--- src/rtl/cap_timer_pkg.sv ---
package cap_timer_pkg;

  typedef enum logic [1:0] {
    SRC_NONE   = 2'd0,
    SRC_OSC    = 2'd1,
    SRC_PIN    = 2'd2,
    SRC_NONE_B = 2'd3
  } tick_src_e;

  // Last prescaler state before it emits an advance: 2^code - 1.
  function automatic logic [2:0] psc_last(input logic [1:0] div_code);
    logic [2:0] v;
    v = 3'd0;
    for (int k = 0; k < 3; k++) begin
      if (k < int'(div_code)) v[k] = 1'b1;
    end
    return v;
  endfunction

  function automatic logic rise_of(input logic now, input logic prev);
    return now & ~prev;
  endfunction

  function automatic logic fall_of(input logic now, input logic prev);
    return ~now & prev;
  endfunction

  // Channel fires when an armed edge is seen; cfg = {fall_arm, rise_arm}.
  function automatic logic edge_hit(input logic [1:0] cfg, input logic now, input logic prev);
    return (cfg[0] & rise_of(now, prev)) | (cfg[1] & fall_of(now, prev));
  endfunction

endpackage

--- src/rtl/pin_sync.sv ---
module pin_sync #(
  parameter int W = 1
) (
  input  logic         clk,
  input  logic         rst_n,
  input  logic [W-1:0] pin_raw,
  output logic [W-1:0] sync_now,
  output logic [W-1:0] sync_prev
);
  logic [W-1:0] meta_q;

  always_ff @(posedge clk or negedge rst_n) begin
    if (!rst_n) begin
      meta_q    <= '0;
      sync_now  <= '0;
      sync_prev <= '0;
    end else begin
      meta_q    <= pin_raw;
      sync_now  <= meta_q;
      sync_prev <= sync_now;
    end
  end
endmodule

--- src/rtl/osc_divider.sv ---
module osc_divider #(
  parameter int OSC_DIV = 12
) (
  input  logic clk,
  input  logic rst_n,
  output logic osc_tick
);
  localparam int CW = (OSC_DIV > 1) ? $clog2(OSC_DIV) : 1;
  localparam logic [CW-1:0] LAST = CW'(OSC_DIV - 1);

  logic [CW-1:0] phase_q;

  assign osc_tick = (phase_q == LAST);

  always_ff @(posedge clk or negedge rst_n) begin
    if (!rst_n)        phase_q <= '0;
    else if (osc_tick) phase_q <= '0;
    else               phase_q <= phase_q + CW'(1);
  end
endmodule

--- src/rtl/tick_prescaler.sv ---
module tick_prescaler
  import cap_timer_pkg::*;
(
  input  logic       clk,
  input  logic       rst_n,
  input  logic [1:0] src_sel,
  input  logic [1:0] div_sel,
  input  logic       osc_tick,
  input  logic       pin_rise,
  input  logic       hold_clr,
  output logic       adv,
  output logic       psc_clr,
  output logic [2:0] psc_cnt
);
  tick_src_e  src;
  logic [1:0] src_q, div_q;
  logic       tick, changed;
  logic [2:0] last;

  assign src = tick_src_e'(src_sel);

  always_comb begin
    case (src)
      SRC_OSC: tick = osc_tick;
      SRC_PIN: tick = pin_rise;
      default: tick = 1'b0;
    endcase
  end

  assign changed = (src_sel != src_q) || (div_sel != div_q);
  assign psc_clr = changed | hold_clr;
  assign last    = psc_last(div_sel);
  assign adv     = !psc_clr && tick && (psc_cnt == last);

  always_ff @(posedge clk or negedge rst_n) begin
    if (!rst_n) begin
      src_q   <= 2'd0;
      div_q   <= 2'd0;
      psc_cnt <= 3'd0;
    end else begin
      src_q <= src_sel;
      div_q <= div_sel;
      if (psc_clr)   psc_cnt <= 3'd0;
      else if (tick) psc_cnt <= (psc_cnt == last) ? 3'd0 : psc_cnt + 3'd1;
    end
  end
endmodule

--- src/rtl/capture_bank.sv ---
module capture_bank
  import cap_timer_pkg::*;
#(
  parameter int N_CAP = 4,
  parameter int TMR_W = 16
) (
  input  logic                        clk,
  input  logic                        rst_n,
  input  logic [TMR_W-1:0]            tmr_val,
  input  logic [2*N_CAP-1:0]          edge_cfg,
  input  logic [N_CAP-1:0]            pin_now,
  input  logic [N_CAP-1:0]            pin_prev,
  input  logic [N_CAP-1:0]            flag_clr,
  output logic [N_CAP-1:0][TMR_W-1:0] cap_val,
  output logic [N_CAP-1:0]            cap_flag,
  output logic [N_CAP-1:0]            cap_evt
);
  for (genvar i = 0; i < N_CAP; i++) begin : g_ch
    assign cap_evt[i] = edge_hit(edge_cfg[2*i +: 2], pin_now[i], pin_prev[i]);

    always_ff @(posedge clk or negedge rst_n) begin
      if (!rst_n) begin
        cap_val[i]  <= '0;
        cap_flag[i] <= 1'b0;
      end else begin
        if (cap_evt[i]) cap_val[i] <= tmr_val;
        cap_flag[i] <= cap_evt[i] | (cap_flag[i] & ~flag_clr[i]);
      end
    end
  end
endmodule

--- src/rtl/cap_timer16.sv ---
module cap_timer16 #(
  parameter int TMR_W   = 16,
  parameter int N_CAP   = 4,
  parameter int OSC_DIV = 12,
  localparam int BYTES  = TMR_W / 8,
  localparam int N_REGS = N_CAP + 1,
  localparam int RD_W   = $clog2(N_REGS * BYTES)
) (
  input  logic                 clk,
  input  logic                 rst_n,
  input  logic [1:0]           src_sel,
  input  logic [1:0]           div_sel,
  input  logic                 ext_clk_pin,
  input  logic                 rt_pin,
  input  logic                 rt_en,
  input  logic                 idle,
  input  logic [N_CAP-1:0]     cap_pin,
  input  logic [2*N_CAP-1:0]   edge_cfg,
  input  logic                 ovf_lo_en,
  input  logic                 ovf_full_en,
  input  logic [RD_W-1:0]      rd_sel,
  output logic [7:0]           rd_data,
  output logic [N_CAP-1:0]     cap_flag,
  input  logic [N_CAP-1:0]     cap_flag_clr,
  output logic [1:0]           ovf_flags,
  input  logic [1:0]           ovf_flag_clr,
  output logic                 ovf_irq
);
  import cap_timer_pkg::*;

  localparam int NP = N_CAP + 2;
  localparam int RT_IDX  = N_CAP;
  localparam int EXT_IDX = N_CAP + 1;

  logic [NP-1:0] raw_pins, s_now, s_prev;
  logic          osc_tick, rt_evt, tmr_clr, tmr_adv, psc_clr;
  logic [2:0]    psc_cnt;
  logic [TMR_W-1:0] tmr_q;
  logic          lo_wrap, full_wrap;
  logic [N_CAP-1:0][TMR_W-1:0] cap_val;
  logic [N_CAP-1:0] cap_evt;
  logic [N_REGS-1:0][TMR_W-1:0] regs_all;

  assign raw_pins = {ext_clk_pin, rt_pin, cap_pin};

  pin_sync #(.W(NP)) u_sync (
    .clk(clk), .rst_n(rst_n), .pin_raw(raw_pins),
    .sync_now(s_now), .sync_prev(s_prev)
  );

  osc_divider #(.OSC_DIV(OSC_DIV)) u_osc (
    .clk(clk), .rst_n(rst_n), .osc_tick(osc_tick)
  );

  assign rt_evt  = rt_en & rise_of(s_now[RT_IDX], s_prev[RT_IDX]);
  assign tmr_clr = idle | rt_evt;

  tick_prescaler u_psc (
    .clk(clk), .rst_n(rst_n), .src_sel(src_sel), .div_sel(div_sel),
    .osc_tick(osc_tick),
    .pin_rise(rise_of(s_now[EXT_IDX], s_prev[EXT_IDX])),
    .hold_clr(tmr_clr), .adv(tmr_adv), .psc_clr(psc_clr), .psc_cnt(psc_cnt)
  );

  assign lo_wrap   = tmr_adv & (&tmr_q[7:0]);
  assign full_wrap = tmr_adv & (&tmr_q);

  always_ff @(posedge clk or negedge rst_n) begin
    if (!rst_n) begin
      tmr_q     <= '0;
      ovf_flags <= 2'b00;
    end else begin
      if (tmr_clr)      tmr_q <= '0;
      else if (tmr_adv) tmr_q <= tmr_q + TMR_W'(1);
      ovf_flags[0] <= lo_wrap   | (ovf_flags[0] & ~ovf_flag_clr[0]);
      ovf_flags[1] <= full_wrap | (ovf_flags[1] & ~ovf_flag_clr[1]);
    end
  end

  assign ovf_irq = (ovf_flags[0] & ovf_lo_en) | (ovf_flags[1] & ovf_full_en);

  capture_bank #(.N_CAP(N_CAP), .TMR_W(TMR_W)) u_cap (
    .clk(clk), .rst_n(rst_n), .tmr_val(tmr_q), .edge_cfg(edge_cfg),
    .pin_now(s_now[N_CAP-1:0]), .pin_prev(s_prev[N_CAP-1:0]),
    .flag_clr(cap_flag_clr), .cap_val(cap_val), .cap_flag(cap_flag),
    .cap_evt(cap_evt)
  );

  assign regs_all = {cap_val, tmr_q};

  always_comb begin
    rd_data = 8'h00;
    for (int r = 0; r < N_REGS; r++) begin
      for (int b = 0; b < BYTES; b++) begin
        if (rd_sel == RD_W'(r * BYTES + b)) rd_data = regs_all[r][b*8 +: 8];
      end
    end
  end
endmodule


--- config.mk ---
export PLATFORM = sky130hd
export DESIGN_NAME = cap_timer16
export DESIGN_NICKNAME = d
export VERILOG_FILES = /design/src/rtl/cap_timer_pkg.sv /design/src/rtl/pin_sync.sv /design/src/rtl/osc_divider.sv /design/src/rtl/tick_prescaler.sv /design/src/rtl/capture_bank.sv /design/src/rtl/cap_timer16.sv
export SDC_FILE = /design/constraint.sdc
export NUM_CORES = 1
export LEC_CHECK = 0
export ABC_CLOCK_PERIOD_IN_PS = 5500
export BUFFER_PORTS_ARGS = -buffer_cell sky130_fd_sc_hd__clkbuf_2
export CAP_MARGIN = 10
export CORE_AREA = 8 8 121 145
export DETAILED_ROUTE_END_ITERATION = 10
export DIE_AREA = 0 0 129 153
export GPL_ROUTABILITY_DRIVEN = 0
export GPL_TIMING_DRIVEN = 1
export PLACE_DENSITY = 0.54
export SLEW_MARGIN = 20
export SYNTH_ARGS = -nofsm -noshare
export SYNTH_HDL_FRONTEND = slang
export SYNTH_SLANG_ARGS = --single-unit
--- constraint.sdc ---
create_clock -name clk -period 5.5 [get_ports clk]
set_input_delay 1.65 -clock clk [delete_from_list [all_inputs] [get_ports clk]]
set_output_delay 1.65 -clock clk [all_outputs]
set_load 0.1 [all_outputs]
==> flow_summary_export.csv <==
group,metric,value,unit
final_layout,drive_gt1_frac,0.313,
drt,vias_per_cell,5.09,
critical_path,cpLargestDelayFamily,"buffers and inverters",
critical_path,crit_slowest_cell,"buf_4",
cts,postCtsSetupRepairBufs,0,
final_layout,area_delta_synth_final,22.7,%
drt,drt_iter0_drc,208,
floorplan,initial_core_util,0.340,
global_route,grt-ovfl-total,0,
sta,tightest_slew,0.953,ns
floorplan,num_rows,50,
final_layout,layout_commonest_cell,"dfrtp_1",
logic_synthesis,syn_nets,476,
final_layout,final_cell_mix,"dfrtp_1 (115), mux2_2 (66), clkbuf_2 (39)",
cts,clockRootBuffer,"clkbuf_16",
cts,clock_latency,0.40,ns
cts,ctsResizeCount,0,
global_route,grt_pass1_wl,19.6,mm
power,intPower,0.00159,W
critical_path,endpoint_kind,"output port",
sta,finalHoldViolCount,0,
logic_synthesis,synth.cell_area,5220,um^2
power,leakage,3.06,nW
logic_synthesis,syn_avg_cell_area,11.9,um^2
critical_path,crit_buf_inv,4,
critical_path,crit_path_cell_trace,"clkbuf_2 -> buf_4 -> nor4bb_1 -> buf_4 -> a22oi_1 -> nand2_1 -> buf_12",
logic_synthesis,yosys_warnings,0,
sta,setup_viol,0,
drt,avgRoutedWirePerCell,16.7,um
floorplan,core_area,15300,um^2
sta,min_period,4.64,ns
cts,h-tree-depth,4,
drt,drc,0,
final_layout,seqCellArea,2880,um^2
floorplan,die_h,153,um
cts,clk_pin_slew,0.05,ns
global_route,grt_max_degree,76,
power,total_power,0.00205,W
run,maxCapViolCount,0,
worst_hold_path,hold_class,"flop to flop",
placement,post-place-ws,0.885,ns
drt,ant_nets,0,
critical_path,critPathLaunchType,"primary input",
sta,fin_skew,0.00732,ns
logic_synthesis,ys_seq_area_frac,0.552,
floorplan,die_w,129,um
sta,post-route-period-util,0.843,
final_layout,fin_cells,709,
final_layout,multi_input_area,2200,um^2
power,swShare,0.224,
global_route,grt_pass1_vias,3738,
logic_synthesis,netlist_instances,437,
drt,finalWirelength,11.8,mm
power,vdd_drop_max,173,uV
logic_synthesis,synth_cell_type_count,40,
critical_path,worstPathArrival,2.99,ns
critical_path,critical_path.max_fanout,17,
global_route,grtUsageTotal,0.127,
placement,placed_cells_incl_taps,678,
floorplan,dieArea,19700,um^2
drt,drtPass1Iterations,4,
critical_path,max_stage_delay,0.30,ns
sta,relSlewSlack,0.365,
power,power_frac_seq,0.421,
final_layout,fill_cells,1436,
sta,maxSlewViolCount,0,
critical_path,crit_type,"primary input to output port",
cts,cts_buffers,17,
critical_path,crit_top_cell,"buf_4",
floorplan,ios,49,
cts,cts.path.max_buffers,2,
final_layout,nNetsFinal,528,
drt,dr_total_vias,3607,
sta,setup_ws,0.863,ns
run_status,outcome,"completed",
power,power_density,321,nW/um^2
sta,setup_tns,0,ns
power,power.switching,0.000459,W
logic_synthesis,ys_ff_latch,115,
cts,cts_tree,"done",
power,p_clk_frac,0.518,
final_layout,post-route-util,0.418,
cts,clock_sinks,115,
final_layout,diodes,0,
sta,rsz0062_at_grt,"no",
power,combPwrFrac,0.061,
placement,io_buffers,48,
sta,fmax,0.216,GHz
cts,cts_hold_buf,0,
critical_path,required,3.85,ns
global_route,antenna_found_initial,0,
placement,hpwl,8.01,mm
[power by group through the flow]
| stage | Sequential (W) | Clock, W | Combinational, W |
|---|---|---|---|
| 4_1_cts | 0.000864 | 0.00109 | 0.000128 |
| 6_report | 0.000864 | 0.00106 | 0.000125 |
| 2_1_floorplan | 0.000901 | 0 | 0.0000500 |
| 3_3_place_gp | 0.000878 | 0 | 0.000125 |
| 5_1_grt | 0.000865 | 0.00113 | 0.000136 |
| 3_5_place_dp | 0.000878 | 0 | 0.000128 |
[sequential cells by signal (all words and copies together), names as in the netlist, 3 cells and up]
register,flops
u_sync.sync_prev,6
u_cap.cap_val,64
tmr_q,16
u_osc.phase_q,4
u_sync.meta_q,6
u_sync.sync_now,6
u_cap.cap_flag,4
u_psc.psc_cnt,3
[Yosys cell counts (all sizes together)]
master | number | area share
clkbuf | 21 | 0.015
nand3 | 12 | 0.012
ha | 5 | 0.012
or2 | 2 | 0.0024
a22oi | 8 | 0.012
nor3 | 1 | 0.00096
a22o | 2 | 0.0034
nand2b | 4 | 0.0048
nand2 | 30 | 0.022
nor4b | 2 | 0.0034
or3 | 2 | 0.0024
a21o | 5 | 0.0072
and3 | 2 | 0.0024
o22ai | 17 | 0.020
a31oi | 1 | 0.0012
and4 | 1 | 0.0017
a21oi | 8 | 0.0084
dfrtp | 115 | 0.55
nand4 | 6 | 0.0072
nand4b | 2 | 0.0034
mux2 | 67 | 0.14
nand3b | 6 | 0.0086
xor2 | 5 | 0.0084
inv | 11 | 0.0079
o211ai | 7 | 0.010
and2 | 1 | 0.0012
o21ai | 8 | 0.0077
nor2 | 25 | 0.018
o31ai | 6 | 0.0086
or4 | 14 | 0.020
o2111ai | 1 | 0.0017
a211oi | 1 | 0.0014
nor4bb | 1 | 0.0019
and3b | 1 | 0.0017
mux2i | 32 | 0.061
buf | 5 | 0.0038
[through the flow]
stage	hold WS [ns]	cell area [um^2]
after floorplan	0.331	5220
after global placement	0.333	5820
after detailed placement	0.339	5820
after CTS	0.350	6400
after global routing	0.355	6400
final	0.348	6400
[kinds of logic (layout without fill, tap and decap cells)]
family | count (synthesis) | count (layout) | share of synthesized area
AO/OA/AOI/OAI | 64 | 64 | 0.0816
XOR/XNOR | 5 | 5 | 0.00840
adder cells (fa/ha/maj) | 5 | 5 | 0.0120
buffers and inverters | 37 | 101 | 0.0269
flip-flops | 115 | 115 | 0.552
multiplexers | 99 | 99 | 0.206
AND/OR/NAND/NOR | 112 | 112 | 0.113
[path summary, 6_finish.rpt]
| check | start | endpoint | slack (ns) | cells past startpoint |
|---|---|---|---|---|
| hold reg to reg | u_sync.meta_q[4] | u_sync.sync_now[4] | 0.35 | 0 |
| setup reg to reg | u_sync.sync_now[4] | tmr_q[13] | 2.84 | 5 |
| setup / recovery | rd_sel[0] | rd_data[3] | 0.86 | 7 |
| max in group asynchronous | rst_n | u_cap.cap_val[36] | 3.32 | 2 |
| min in group asynchronous | rst_n | u_cap.cap_flag[3] | 1.05 | 1 |
| hold / removal | u_sync.meta_q[4] | u_sync.sync_now[4] | 0.35 | 0 |
[area by class of cell]
class | instances | area share
multi-input combinational | 285 | 0.343
clock buffer | 22 | 0.0741
inverter | 11 | 0.00645
timing repair buffer | 59 | 0.0696
tap | 208 | 0.0407
sequential | 115 | 0.450
clock inverter | 9 | 0.0164
[metal layers]
layer | vias up | global-route usage | part of all wire
met5 | - | 0 | 0
met4 | 0 | 0.0443 | 0.014
met3 | 14 | 0.0379 | 0.035
met2 | 57 | 0.208 | 0.50
met1 | 1833 | 0.156 | 0.45
li1 | 1703 | - | -
(Power assumes the default switching activity.)
